--- config.mk ---
export PLATFORM = sky130hd
export DESIGN_NAME = duty_slew
export DESIGN_NICKNAME = d
export VERILOG_FILES = /design/src/rtl/duty_slew_pkg.sv /design/src/rtl/duty_slew_ctrl.sv /design/src/rtl/duty_slew_dp.sv /design/src/rtl/duty_slew.sv
export SDC_FILE = /design/constraint.sdc
export NUM_CORES = 1
export LEC_CHECK = 0
export BUFFER_PORTS_ARGS = -buffer_cell sky130_fd_sc_hd__buf_2
export CAP_MARGIN = 20
export CORE_ASPECT_RATIO = 1.75
export CORE_MARGIN = 4
export CORE_UTILIZATION = 35
export CTS_CLUSTER_DIAMETER = 40
export DETAILED_ROUTE_END_ITERATION = 8
export PLACE_DENSITY = 0.54
export RECOVER_POWER = 25
export SLEW_MARGIN = 20
export SYNTH_ARGS = -nofsm -noshare
export SYNTH_HDL_FRONTEND = slang
export SYNTH_HIERARCHICAL = 1
export SYNTH_SLANG_ARGS = --single-unit
--- constraint.sdc ---
create_clock -name clk -period 3.7 [get_ports clk]
set_input_delay 0.185 -clock clk [delete_from_list [all_inputs] [get_ports clk]]
set_output_delay 0.185 -clock clk [all_outputs]
set_load 0.1 [all_outputs]
--- src/rtl/duty_slew_pkg.sv ---
package duty_slew_pkg;
  // Strobes passed from the interval control to the duty datapath
  typedef struct packed {
    logic load;    // copy target into duty
    logic stepGo;  // take one bounded step toward target
  } strobe_t;
endpackage

--- src/rtl/duty_slew_ctrl.sv ---
module duty_slew_ctrl
  import duty_slew_pkg::*;
#(
  parameter int RATE_W = 3
) (
  input  logic              clk,
  input  logic              rstN,
  input  logic              baseTick,
  input  logic              rampEn,
  input  logic [RATE_W-1:0] rateSel,
  output strobe_t           strobe
);
  localparam int CNT_W = (2 ** RATE_W) - 1;

  logic [RATE_W-1:0] rateQ;
  logic [CNT_W-1:0]  tickCnt;
  logic [CNT_W:0]    span;
  logic [CNT_W-1:0]  lastCnt;
  logic              rateChg;
  logic              update;

  // interval = 2^(max - rate); max is all ones so the exponent is ~rateQ
  always_comb begin
    span    = {{CNT_W{1'b0}}, 1'b1} << (~rateQ);
    lastCnt = CNT_W'(span - 1'b1);
    rateChg = (rateSel != rateQ);
    update  = baseTick && !rateChg && (tickCnt == lastCnt);
  end

  always_ff @(posedge clk) begin
    if (!rstN) begin
      rateQ   <= '0;
      tickCnt <= '0;
    end else begin
      rateQ <= rateSel;
      if (rateChg)       tickCnt <= '0;
      else if (update)   tickCnt <= '0;
      else if (baseTick) tickCnt <= tickCnt + 1'b1;
    end
  end

  always_comb begin
    strobe.load   = !rampEn;
    strobe.stepGo = rampEn && update;
  end

  AST_CNT_BOUND: assert property (@(posedge clk) disable iff (!rstN)
    tickCnt <= lastCnt);
  AST_RESTART: assert property (@(posedge clk) disable iff (!rstN)
    rateChg |=> (tickCnt == '0));
  AST_STEP_NEEDS_TICK: assert property (@(posedge clk) disable iff (!rstN)
    strobe.stepGo |-> (baseTick && rampEn));
endmodule

--- src/rtl/duty_slew_dp.sv ---
module duty_slew_dp
  import duty_slew_pkg::*;
#(
  parameter int DUTY_W = 8,
  parameter int STEP_W = 2,
  parameter int BAND_W = 2
) (
  input  logic              clk,
  input  logic              rstN,
  input  strobe_t           strobe,
  input  logic [DUTY_W-1:0] targetDuty,
  input  logic [STEP_W-1:0] stepSel,
  input  logic [BAND_W-1:0] bandSel,
  output logic [DUTY_W-1:0] duty
);
  logic              goUp;
  logic [DUTY_W-1:0] gap;
  logic [DUTY_W-1:0] stepAmt;
  logic [DUTY_W-1:0] bandAmt;
  logic [DUTY_W-1:0] nextStep;

  always_comb begin
    goUp     = targetDuty > duty;
    gap      = goUp ? (targetDuty - duty) : (duty - targetDuty);
    stepAmt  = DUTY_W'(stepSel) + 1'b1;
    bandAmt  = DUTY_W'(bandSel);
    if (gap <= stepAmt) nextStep = targetDuty;
    else if (goUp)      nextStep = duty + stepAmt;
    else                nextStep = duty - stepAmt;
  end

  always_ff @(posedge clk) begin
    if (!rstN)                                duty <= '0;
    else if (strobe.load)                     duty <= targetDuty;
    else if (strobe.stepGo && gap > bandAmt)  duty <= nextStep;
  end

  AST_LOAD_FOLLOWS: assert property (@(posedge clk) disable iff (!rstN)
    strobe.load |=> (duty == $past(targetDuty)));
  AST_HOLD_IDLE: assert property (@(posedge clk) disable iff (!rstN)
    (!strobe.load && !strobe.stepGo) |=> $stable(duty));
  AST_NO_OVERSHOOT_UP: assert property (@(posedge clk) disable iff (!rstN)
    (strobe.stepGo && !strobe.load && duty < targetDuty)
      |=> (duty <= $past(targetDuty) && duty >= $past(duty)));
  AST_NO_OVERSHOOT_DN: assert property (@(posedge clk) disable iff (!rstN)
    (strobe.stepGo && !strobe.load && duty > targetDuty)
      |=> (duty >= $past(targetDuty) && duty <= $past(duty)));
  AST_BAND_HOLD: assert property (@(posedge clk) disable iff (!rstN)
    (strobe.stepGo && !strobe.load && gap <= bandAmt) |=> $stable(duty));
  AST_STEP_SIZE: assert property (@(posedge clk) disable iff (!rstN)
    (strobe.stepGo && !strobe.load && gap > stepAmt && gap > bandAmt)
      |=> ((duty > $past(duty) ? duty - $past(duty) : $past(duty) - duty)
           == $past(stepAmt)));
endmodule

--- src/rtl/duty_slew.sv ---
module duty_slew
  import duty_slew_pkg::*;
#(
  parameter int DUTY_W = 8,
  parameter int RATE_W = 3,
  parameter int STEP_W = 2,
  parameter int BAND_W = 2
) (
  input  logic              clk,
  input  logic              rstN,
  input  logic              baseTick,
  input  logic              rampEn,
  input  logic [RATE_W-1:0] rateSel,
  input  logic [STEP_W-1:0] stepSel,
  input  logic [BAND_W-1:0] bandSel,
  input  logic [DUTY_W-1:0] targetDuty,
  output logic [DUTY_W-1:0] duty
);
  strobe_t strobe;

  duty_slew_ctrl #(.RATE_W(RATE_W)) u_ctrl (
    .clk(clk), .rstN(rstN), .baseTick(baseTick), .rampEn(rampEn),
    .rateSel(rateSel), .strobe(strobe)
  );

  duty_slew_dp #(.DUTY_W(DUTY_W), .STEP_W(STEP_W), .BAND_W(BAND_W)) u_dp (
    .clk(clk), .rstN(rstN), .strobe(strobe), .targetDuty(targetDuty),
    .stepSel(stepSel), .bandSel(bandSel), .duty(duty)
  );

  AST_RESET_ZERO: assert property (@(posedge clk)
    !rstN |=> (duty == '0));
endmodule

==> flow_metrics.env <==
export IMPL_min_period_over_period=0.9420
export IMPL_grt_pass1_wl_mm=9.563
export IMPL_area_growth_syn_to_layout_pct=14.71
export IMPL_synth_edf_count=0
export IMPL_ctsHoldBuffers=0
export IMPL_clock_latency_ns=0.26
export IMPL_root_buffer="clkbuf_8"
export IMPL_grt_overflow_total=0
export IMPL_crit_type="flop to flop"
export IMPL_final_nets=359
export IMPL_synth_top_cell_by_area="ha_1"
export IMPL_clockPowerShare=0.160
export IMPL_syn_nets=328
export IMPL_stdcell_count=385
export IMPL_ys_ff_latch=18
export IMPL_synth_area_top_cells="ha_1 17%, dfxtp_1 16%, a21oi_1 5.6%"
export IMPL_rows=38
export IMPL_timing_max_cap_violations=0
export IMPL_power_frac_seq=0.226
export IMPL_io_pins=27
export IMPL_max_freq_mhz=286.9
export IMPL_grtUsageTotal=0.1633
export IMPL_yosys_warnings=6
export IMPL_switching_share=0.4618
export IMPL_wire_per_inst_microns=15.45
export IMPL_die_w_microns=68.56
export IMPL_path_max_fanout=7
export IMPL_dpl_hpwl_mm=5.099
export IMPL_clk_path_buf_depth=2
export IMPL_ys_async_sr_fraction=0
export IMPL_ys_flop_type="dfxtp_1"
export IMPL_grt_max_degree=14
export IMPL_grt_setup_unrepaired="no"
export IMPL_final_cell_area_sq_um=2576
export IMPL_numCtsBuffers=3
export IMPL_crit_buf_inv=3
export IMPL_via_per_inst=5.226
export IMPL_port_buffer_count=26
export IMPL_synth_top_area_share=0.1727
export IMPL_die_area_sq_um=7813
export IMPL_powerDensity_nw_per_um2=404.0
export IMPL_synth_cell_types=60
export IMPL_gp_congestion=0.9408
export IMPL_route_final_wire_length_mm=5.950
export IMPL_layout_drive_gt1_share=0.2066
export IMPL_diodes=0
export IMPL_start_util=0.3606
export IMPL_syn_avg_cell_area_sq_um=8.167
export IMPL_endpoint_kind="flop"
export IMPL_drt_iter0_markers=41
export IMPL_power_internal_mw=0.5601
export IMPL_fin_skew_ns=0.009552
export IMPL_startpoint_type="flop"
export IMPL_crit_slowest_cell="ha_1"
export IMPL_synth_cells=275
export IMPL_critPathTopFamily="compound AO/OA/AOI/OAI gates"
export IMPL_required_ns=3.83
export IMPL_grt_pass1_vias=2035
export IMPL_htreeDepth=1
export IMPL_dr_pass1_iters=7
export IMPL_critPathMaxStageDelay_ns=0.39
export IMPL_dpl_cell_count=379
export IMPL_placed_area_sq_um=2489
export IMPL_ys_top_cells_by_count="32 x inv_1, 31 x ha_1, 25 x a21oi_1"
export IMPL_worstHoldPathType="primary input to flop"
export IMPL_setup_violations_final=0
export IMPL_fp_dieH_microns=114.0
export IMPL_finalHoldViolations=0
export IMPL_crit_arrival_ns=3.62
export IMPL_clkTransAtPathRegs_ns=0.08
export IMPL_antenna_found_initial=0
export IMPL_slew_headroom=0.2113
export IMPL_pwr_share_comb=0.614
export IMPL_peakVddDrop_mv=0.2415
export IMPL_vias=2012
export IMPL_synth_area_sq_um=2246
export IMPL_worstMarginPinSlew_ns=1.188
export IMPL_drc=0
export IMPL_fin_util=0.4136
export IMPL_nFillCells=684
export IMPL_power_switching_mw=0.4806
export IMPL_seq_area_frac_synth=0.1604
export IMPL_antenna_left=0
export IMPL_status="finished clean"
export IMPL_period_minus_slack_ns=3.485
export IMPL_synth_most_common_cell="inv_1"
export IMPL_total_power_mw=1.041
export IMPL_cts_sinks=18
export IMPL_slew_violations=0
export IMPL_p_leak_nw=1.157
export IMPL_cp_cell_sequence="ha_1, nand4_1, or2_1, a21bo_1, mux2i_1, xor2_1, inv_1, ha_1, a21oi_1, a31oi_1, inv_1, a31oi_4, buf_12, mux2i_1, a21oi_1"
export IMPL_cts_tree="yes"
export IMPL_core_area_sq_um=6228
-- worst paths after layout --
| kind | from | to | slack [ns] | cells after the start |
|---|---|---|---|---|
| worst max-delay path | u_dp/duty[4] | u_dp/duty[3] | 0.21 | 15 |
| worst max register to register | u_dp/duty[4] | u_dp/duty[3] | 0.21 | 15 |
| worst min-delay path | rateSel[2] | u_ctrl/rateQ[2] | 0.15 | 2 |
| worst min register to register | u_dp/duty[7] | u_dp/duty[7] | 0.57 | 2 |
-- placed cells by master (no fill, tap or decap), drive strengths merged, types with 8 or more instances in the layout --
| master | count |
|---|---|
| nand2 | 17 |
| nor3 | 10 |
| buf | 34 |
| dfxtp | 18 |
| mux2i | 9 |
| xnor2 | 14 |
| a21oi | 26 |
| o21ai | 13 |
| ha | 31 |
| xor2 | 12 |
| inv | 32 |
| nor2 | 13 |
| clkbuf | 8 |
-- metrics by stage --
stage | hold WS [ns] | setup TNS (ns) | setup slack (ns)
2_1_floorplan | 0.3024 | 0 | 0.02582
3_3_place_gp | 0.4142 | -0.02178 | -0.02178
3_5_place_dp | 0.4230 | -0.01241 | -0.01241
4_1_cts | 0.1435 | 0 | 0.1538
5_1_grt | 0.1481 | 0 | 0.0003015
6_report | 0.1479 | 0 | 0.2146
-- registers in the layout (all words and copies together), names as in the netlist --
register,flops
u_ctrl/tickCnt,7
u_dp/duty,8
u_ctrl/rateQ,3
-- kinds of logic (layout without fill, tap and decap cells) --
group | Yosys count | in the layout | share of synthesized area
AO/OA/AOI/OAI | 74 | 74 | 0.2312
AND/OR/NAND/NOR | 68 | 68 | 0.1638
buffers and inverters | 44 | 74 | 0.08691
adder cells (fa/ha/maj) | 34 | 34 | 0.1994
XOR/XNOR | 26 | 26 | 0.1047
flip-flops | 18 | 18 | 0.1604
multiplexers | 11 | 11 | 0.05348
-- power groups by stage --
stage	Clock [mW]	Combinational [mW]	Sequential [mW]
final	0.167	0.639	0.235
after global routing	0.180	0.705	0.238
after CTS	0.176	0.632	0.236
after detailed placement	0	0.624	0.240
after global placement	0	0.624	0.241
after floorplan	0	0.412	0.312
-- timing repair --
item	CTS	global route
gates resized for setup	0	3
buffers inserted	1	1
pin swaps	1	1
setup endpoints to repair	1	8
-- routing by layer --
layer | wire (microns) | up-vias | global-route usage
met2 | 3430 | 48 | 0.3223
met5 | 0 | - | 0
li1 | - | 1023 | -
met1 | 2031 | 925 | 0.1504
met3 | 223 | 16 | 0.02167
met4 | 265 | 0 | 0.08101
-- cell type report --
class                   count  area [sq um]  share of cell area
clock buffers               4         55.05             0.02137
repair buffers             38         227.7             0.08839
flip-flops and latches     18         372.9              0.1447
multi-input cells         213          1700              0.6600
inverters                  32         120.1             0.04662
well taps                  80         100.1             0.03885
No activity file was read; power rests on OpenSTA's default activity.
